==> src/rtl/snoop_pkg.sv <==
package snoop_pkg;
  typedef enum logic [1:0] {
    CS_INV = 2'b00,
    CS_SHD = 2'b01,
    CS_CLN = 2'b10,
    CS_DRT = 2'b11
  } coh_state_e;

  typedef enum logic {
    CMD_RDX = 1'b0,
    CMD_UPG = 1'b1
  } req_cmd_e;

  typedef enum logic [2:0] {
    ST_IDLE,
    ST_SNOOP,
    ST_COLLECT,
    ST_GRANT,
    ST_MEM,
    ST_ACK
  } crd_state_e;
endpackage

==> src/rtl/snoop_rsp_collect.sv <==
module snoop_rsp_collect
  import snoop_pkg::*;
#(
  parameter int N_PROC = 4
) (
  input  logic                clk_i,
  input  logic                rst_ni,
  input  logic                clear_i,
  input  logic                open_i,
  input  logic [N_PROC-1:0]   expect_i,
  input  logic [N_PROC-1:0]   rsp_valid_i,
  input  logic [2*N_PROC-1:0] rsp_state_i,
  output logic                done_o,
  output logic [N_PROC-1:0]   dirty_o
);
  logic [N_PROC-1:0] got_q;

  for (genvar p = 0; p < N_PROC; p++) begin : g_slot
    logic take;
    assign take = open_i && rsp_valid_i[p] && expect_i[p] && !got_q[p];
    always_ff @(posedge clk_i or negedge rst_ni) begin
      if (!rst_ni) begin
        got_q[p]   <= 1'b0;
        dirty_o[p] <= 1'b0;
      end else if (clear_i) begin
        got_q[p]   <= 1'b0;
        dirty_o[p] <= 1'b0;
      end else if (take) begin
        got_q[p]   <= 1'b1;
        dirty_o[p] <= (coh_state_e'(rsp_state_i[2*p +: 2]) == CS_DRT);
      end
    end
  end

  assign done_o = (got_q == expect_i);
endmodule

==> src/rtl/snoop_reqnum_track.sv <==
module snoop_reqnum_track #(
  parameter int NUM_REQ = 4,
  localparam int RW = $clog2(NUM_REQ)
) (
  input  logic          clk_i,
  input  logic          rst_ni,
  input  logic          set_i,
  input  logic [RW-1:0] set_num_i,
  input  logic          clr_i,
  input  logic [RW-1:0] clr_num_i,
  input  logic [RW-1:0] chk_num_i,
  output logic          hit_o
);
  logic [NUM_REQ-1:0] busy_q, set_mask, clr_mask;

  assign set_mask = set_i ? (NUM_REQ'(1) << set_num_i) : '0;
  assign clr_mask = clr_i ? (NUM_REQ'(1) << clr_num_i) : '0;

  always_ff @(posedge clk_i or negedge rst_ni) begin
    if (!rst_ni) busy_q <= '0;
    else         busy_q <= (busy_q | set_mask) & ~clr_mask;
  end

  assign hit_o = busy_q[chk_num_i];
endmodule

==> src/rtl/snoop_beat_ctr.sv <==
module snoop_beat_ctr #(
  parameter int BEATS = 4,
  localparam int BW = $clog2(BEATS)
) (
  input  logic          clk_i,
  input  logic          rst_ni,
  input  logic          clr_i,
  input  logic          inc_i,
  output logic [BW-1:0] cnt_o,
  output logic          last_o
);
  assign last_o = (cnt_o == BW'(BEATS - 1));

  always_ff @(posedge clk_i or negedge rst_ni) begin
    if (!rst_ni)     cnt_o <= '0;
    else if (clr_i)  cnt_o <= '0;
    else if (inc_i)  cnt_o <= last_o ? '0 : cnt_o + 1'b1;
  end
endmodule

==> src/rtl/snoop_coord.sv <==
module snoop_coord
  import snoop_pkg::*;
#(
  parameter int N_PROC  = 4,
  parameter int NUM_REQ = 4,
  parameter int DATA_W  = 32,
  parameter int BEATS   = 4,
  localparam int PW = $clog2(N_PROC),
  localparam int RW = $clog2(NUM_REQ),
  localparam int BW = $clog2(BEATS),
  localparam int CW = $clog2(N_PROC + 1)
) (
  input  logic                clk_i,
  input  logic                rst_ni,
  input  logic                req_valid_i,
  output logic                req_ready_o,
  input  logic [PW-1:0]       req_src_i,
  input  logic                req_cmd_i,
  input  logic [RW-1:0]       req_num_i,
  output logic                err_num_o,
  output logic                snp_valid_o,
  output logic [N_PROC-1:0]   snp_tgt_o,
  output logic                snp_cmd_o,
  input  logic [N_PROC-1:0]   rsp_valid_i,
  input  logic [2*N_PROC-1:0] rsp_state_i,
  output logic                err_multi_o,
  output logic [N_PROC-1:0]   grant_o,
  input  logic                dat_valid_i,
  input  logic [DATA_W-1:0]   dat_data_i,
  output logic                blk_valid_o,
  output logic                blk_mem_o,
  output logic [PW-1:0]       blk_dst_o,
  output logic [DATA_W-1:0]   blk_data_o,
  output logic                ack_valid_o,
  output logic [PW-1:0]       ack_dst_o,
  output logic [RW-1:0]       ack_num_o
);
  crd_state_e        state_q, state_d;
  logic [PW-1:0]     src_q;
  req_cmd_e          cmd_q;
  logic [RW-1:0]     num_q;
  logic              accept, num_busy, all_in, last_beat, beat_inc;
  logic [N_PROC-1:0] expect_mask, dirty;
  logic [CW-1:0]     n_dirty;
  logic [BW-1:0]     beat;

  assign expect_mask = ~(N_PROC'(1) << src_q);
  assign req_ready_o = (state_q == ST_IDLE);
  assign err_num_o   = req_valid_i && num_busy;
  assign accept      = req_valid_i && req_ready_o && !num_busy;

  snoop_reqnum_track #(.NUM_REQ(NUM_REQ)) u_track (
    .clk_i     (clk_i),
    .rst_ni    (rst_ni),
    .set_i     (accept),
    .set_num_i (req_num_i),
    .clr_i     (ack_valid_o),
    .clr_num_i (num_q),
    .chk_num_i (req_num_i),
    .hit_o     (num_busy)
  );

  snoop_rsp_collect #(.N_PROC(N_PROC)) u_collect (
    .clk_i       (clk_i),
    .rst_ni      (rst_ni),
    .clear_i     (accept),
    .open_i      (state_q == ST_COLLECT),
    .expect_i    (expect_mask),
    .rsp_valid_i (rsp_valid_i),
    .rsp_state_i (rsp_state_i),
    .done_o      (all_in),
    .dirty_o     (dirty)
  );

  assign beat_inc = (state_q == ST_MEM) || (state_q == ST_GRANT && dat_valid_i);

  snoop_beat_ctr #(.BEATS(BEATS)) u_beat (
    .clk_i  (clk_i),
    .rst_ni (rst_ni),
    .clr_i  (accept),
    .inc_i  (beat_inc),
    .cnt_o  (beat),
    .last_o (last_beat)
  );

  always_comb begin
    n_dirty = '0;
    for (int p = 0; p < N_PROC; p++) n_dirty += CW'(dirty[p]);
  end

  always_comb begin
    state_d = state_q;
    unique case (state_q)
      ST_IDLE:    if (accept) state_d = ST_SNOOP;
      ST_SNOOP:   state_d = ST_COLLECT;
      ST_COLLECT: if (all_in) begin
        if (n_dirty > CW'(1))       state_d = ST_ACK;
        else if (n_dirty == CW'(1)) state_d = ST_GRANT;
        else if (cmd_q == CMD_RDX)  state_d = ST_MEM;
        else                        state_d = ST_ACK;
      end
      ST_GRANT:   if (dat_valid_i && last_beat) state_d = ST_ACK;
      ST_MEM:     if (last_beat) state_d = ST_ACK;
      ST_ACK:     state_d = ST_IDLE;
      default:    state_d = ST_IDLE;
    endcase
  end

  always_ff @(posedge clk_i or negedge rst_ni) begin
    if (!rst_ni) begin
      state_q <= ST_IDLE;
      src_q   <= '0;
      cmd_q   <= CMD_RDX;
      num_q   <= '0;
    end else begin
      state_q <= state_d;
      if (accept) begin
        src_q <= req_src_i;
        cmd_q <= req_cmd_e'(req_cmd_i);
        num_q <= req_num_i;
      end
    end
  end

  assign snp_valid_o = (state_q == ST_SNOOP);
  assign snp_tgt_o   = snp_valid_o ? expect_mask : '0;
  assign snp_cmd_o   = (cmd_q == CMD_UPG);

  assign err_multi_o = (state_q == ST_COLLECT) && all_in && (n_dirty > CW'(1));
  assign grant_o     = (state_q == ST_GRANT) ? dirty : '0;

  assign blk_valid_o = beat_inc;
  assign blk_mem_o   = (state_q == ST_MEM);
  assign blk_dst_o   = src_q;
  assign blk_data_o  = blk_mem_o ? DATA_W'(beat) : dat_data_i;

  assign ack_valid_o = (state_q == ST_ACK);
  assign ack_dst_o   = src_q;
  assign ack_num_o   = num_q;
endmodule

==> config.mk <==
export PLATFORM = sky130hd
export DESIGN_NAME = snoop_coord
export DESIGN_NICKNAME = d
export VERILOG_FILES = /design/src/rtl/snoop_pkg.sv /design/src/rtl/snoop_rsp_collect.sv /design/src/rtl/snoop_reqnum_track.sv /design/src/rtl/snoop_beat_ctr.sv /design/src/rtl/snoop_coord.sv
export SDC_FILE = /design/constraint.sdc
export NUM_CORES = 1
export LEC_CHECK = 0
export CAP_MARGIN = 20
export CORE_UTILIZATION = 30
export DETAILED_ROUTE_END_ITERATION = 10
export GPL_TIMING_DRIVEN = 0
export PLACE_DENSITY_LB_ADDON = 0.25
export SYNTH_ARGS = -nofsm -noshare
export SYNTH_HDL_FRONTEND = slang
export SYNTH_SLANG_ARGS = --single-unit
==> constraint.sdc <==
create_clock -name clk_i -period 2.55 [get_ports clk_i]
set_input_delay 0.255 -clock clk_i [delete_from_list [all_inputs] [get_ports clk_i]]
set_output_delay 0.255 -clock clk_i [all_outputs]
set_load 0.01 [all_outputs]
==> out/summary.txt <==
outcome = finished, final reports clean
Setup Fix Bufs, Post-CTS = 0
share of the synthesized area in the top cell type = 35.0%
Routed WL per cell = 13.0 um
Initial Util = 32.3%
Synth async-reset ratio = 100%
crit-path leading delay family = adder cells
worst min path class = in2async
Antenna Violating Nets Remaining = 0
Hold Slack = 251 ps
worst r2r src = u_collect.dirty_o[1]$_DFFE_PN0P_
final hold vios = 0
Std-Cell Rows = 25
Final setup violation count = 0
DR vias = 1705
detailed-route wire length = 4.75 mm
#FFs+latches synth = 22
fraction of layout cells with a size suffix above 1 = 9.43%
core area = 4880 um^2
worst-case clock skew = 4.24 ps
WP buf/inv = 4
largest net degree at the start of global routing = 23
reg2reg setup slack = 330 ps
Clock Tree Buf Depth = 2
Num CTS Buffers = 3
worst-path fanout max = 3
Startpoint Class = flip-flop
vias per cell = 4.68
fill count = 463
sequential area share after synthesis = 35.0%
antenna diode count = 0
Crit Path Class = reg2out
Layout area overhead = 79.9%
Synth cell types = 40
DR iter-0 viols = 84
Min Clock Period, post-route = 2390 ps
power per cell area = 822 nW/um^2
Post-Syn Area = 1570 um^2
Total Routing Usage GR = 16.7%
Cells after Synth = 186
maximum capacitance violations = 0
# IOs = 107
I/O Buffers = 106
CTS tree = yes
dominant synthesized flop cell = dfrtp_1
Slowest cell on crit path = fa_1
setup TNS = 0 ps
cells along the critical path = inv_1 > fa_1 > inv_1 > ha_1 > inv_1 > ha_1 > nor3b_2 > dlygate4sd2_1
Crit path largest cell delay = 420 ps
crit path capture type = output port
Required @ worst endpoint = 2300 ps
Max Freq = 0.418 GHz
setup slack after layout = 155 ps
hpwl dp = 3.92 mm
clock root cell = clkbuf_8
detailed-router iteration count before antenna repair = 4
htree depth = 1
slew margin rel. = 60.8%
die area = 5540 um^2
RSZ-0062 raised after global routing = false
arrival time worst endpoint = 2140 ps
Setup WS pre-CTS = 92.5 ps
clk sinks = 22
Max VDD drop = 0.414 mV
initial antenna violation count = 0
top cells by area, synth = dfrtp_1, nor2b_1, mux2_2
syn_nets = 244
chip height = 74.4 um
first-pass GRT wire length = 7.19 mm
total grt overflow = 0
clock slew seen by the registers of the worst setup and hold paths = 90 ps
final RePlAce weighted congestion = 0.789
P_leak = 0.00120 uW
Reg2Reg Depth = 10
worst flop-to-flop path endpoint = state_q[1]$_DFFE_PN0P_
syn avg cell area = 8.46 um^2
Final #Nets = 356
number of global-route vias before repair = 1593
die width = 74.4 um
measured slew at the worst slew-check pin = 583 ps
Clk Latency, worst-skew pair = 260 ps
Max Slew Vio Count = 0
Final Power = 2330 uW
drt drc = 0
number of flops mapped to enable cells by yosys = 0
Ys Warns = 0
most frequent CP cell = inv_1
fin cells = 364
Cell Count Post-Placement = 359
cell taking the most area after synthesis = dfrtp_1
crit share post-route = 93.9%
[power breakdown]
part	total [uW]	switching, uW	internal [uW]	leakage [uW]
combinational	1350	637	713	0.000900
sequential	647	136	511	0.000268
clock	330	120	210	0.0000357
[area by class of cell]
cell class | count | area (um^2) | share of cell area, %
timing repair buffer | 107 | 1090 | 38.4
tap | 67 | 83.8 | 2.96
multi-input combinational | 135 | 893 | 31.6
sequential | 22 | 551 | 19.4
clock buffer | 3 | 41.3 | 1.46
inverter | 17 | 63.8 | 2.25
clock inverter | 1 | 30.0 | 1.06
buffer | 12 | 81.3 | 2.87
[per-stage QoR]
stage | area [um^2] | util, %
after detailed placement | 2720 | 55.7
after CTS | 2800 | 57.3
after global placement | 2720 | 55.7
after global routing | 2830 | 58.0
after floorplan | 1570 | -
final | 2830 | 58.0
[how the worst max path moves through the flow]
stage / start / end / slack, ps / cells past startpoint
floorplan: u_collect.dirty_o[0]$_DFFE_PN0P_ / state_q[2]$_DFFE_PN0P_ / 510 / 10
global placement: u_collect.dirty_o[1]$_DFFE_PN0P_ / err_multi_o / 140 / 8
detailed placement: u_collect.dirty_o[1]$_DFFE_PN0P_ / err_multi_o / 90 / 8
CTS: state_q[2]$_DFFE_PN0P_ / blk_data_o[19] / 40 / 6
global route: state_q[2]$_DFFE_PN0P_ / blk_data_o[29] / 20 / 6
finish: u_collect.dirty_o[1]$_DFFE_PN0P_ / err_multi_o / 160 / 8
[timing repair]
| action | in CTS | in global routing |
|---|---|---|
| gates cloned | 0 | 0 |
| endpoints found under the setup margin | 30 | 30 |
| gates resized for setup | 2 | 7 |
| hold buffers | 0 | 0 |
[synthesized netlist by cell type, drive strengths merged (4+ instances only)]
cell type / number
a21oi: 13
a31oi: 7
and2: 6
buf: 9
dfrtp: 22
ha: 4
inv: 17
mux2: 7
nand2: 11
nor2: 14
nor2b: 33
nor3: 8
o21ai: 5
[layer usage]
metal	GRT usage (%)	vias to the layer above	routed length, um
met3	3.12	4	258
met1	20.5	793	1880
met5	0	-	0
li1	-	850	-
met4	3.98	0	36
met2	30.1	58	2570
[flip-flops by register name, indices dropped and copies added, names as in the netlist]
name	count
ack_num_o	2
u_collect.got_q	4
u_beat.cnt_o	2
u_collect.dirty_o	4
snp_cmd_o	1
state_q	3
ack_dst_o	2
u_track.busy_q	4
[kinds of logic (layout without fill, tap and decap cells)]
| family | after synthesis | in the layout | synth area share, % |
|---|---|---|---|
| simple gates | 86 | 86 | 30.4 |
| compound gates | 33 | 33 | 12.8 |
| buf+inv | 29 | 140 | 8.98 |
| flops | 22 | 22 | 35.0 |
| mux | 11 | 11 | 8.35 |
| fa+ha+maj | 5 | 5 | 4.45 |
[placed cells by master (no fill, tap or decap), types with 2 or more instances in the layout]
cell type / instances
o2111ai_1: 2
nand3_1: 3
mux2i_1: 3
o31ai_1: 2
nor2_1: 14
a21oi_1: 13
clkdlybuf4s50_1: 105
mux2_2: 6
clkbuf_8: 3
buf_4: 2
and2_1: 5
buf_2: 5
dfrtp_1: 22
nor2b_1: 33
nand3b_1: 2
a31oi_1: 7
nor3_1: 7
clkbuf_2: 3
nand2_1: 11
inv_1: 17
o21ai_0: 5
ha_1: 4
Note: power is estimated with default switching activity, not from simulation.
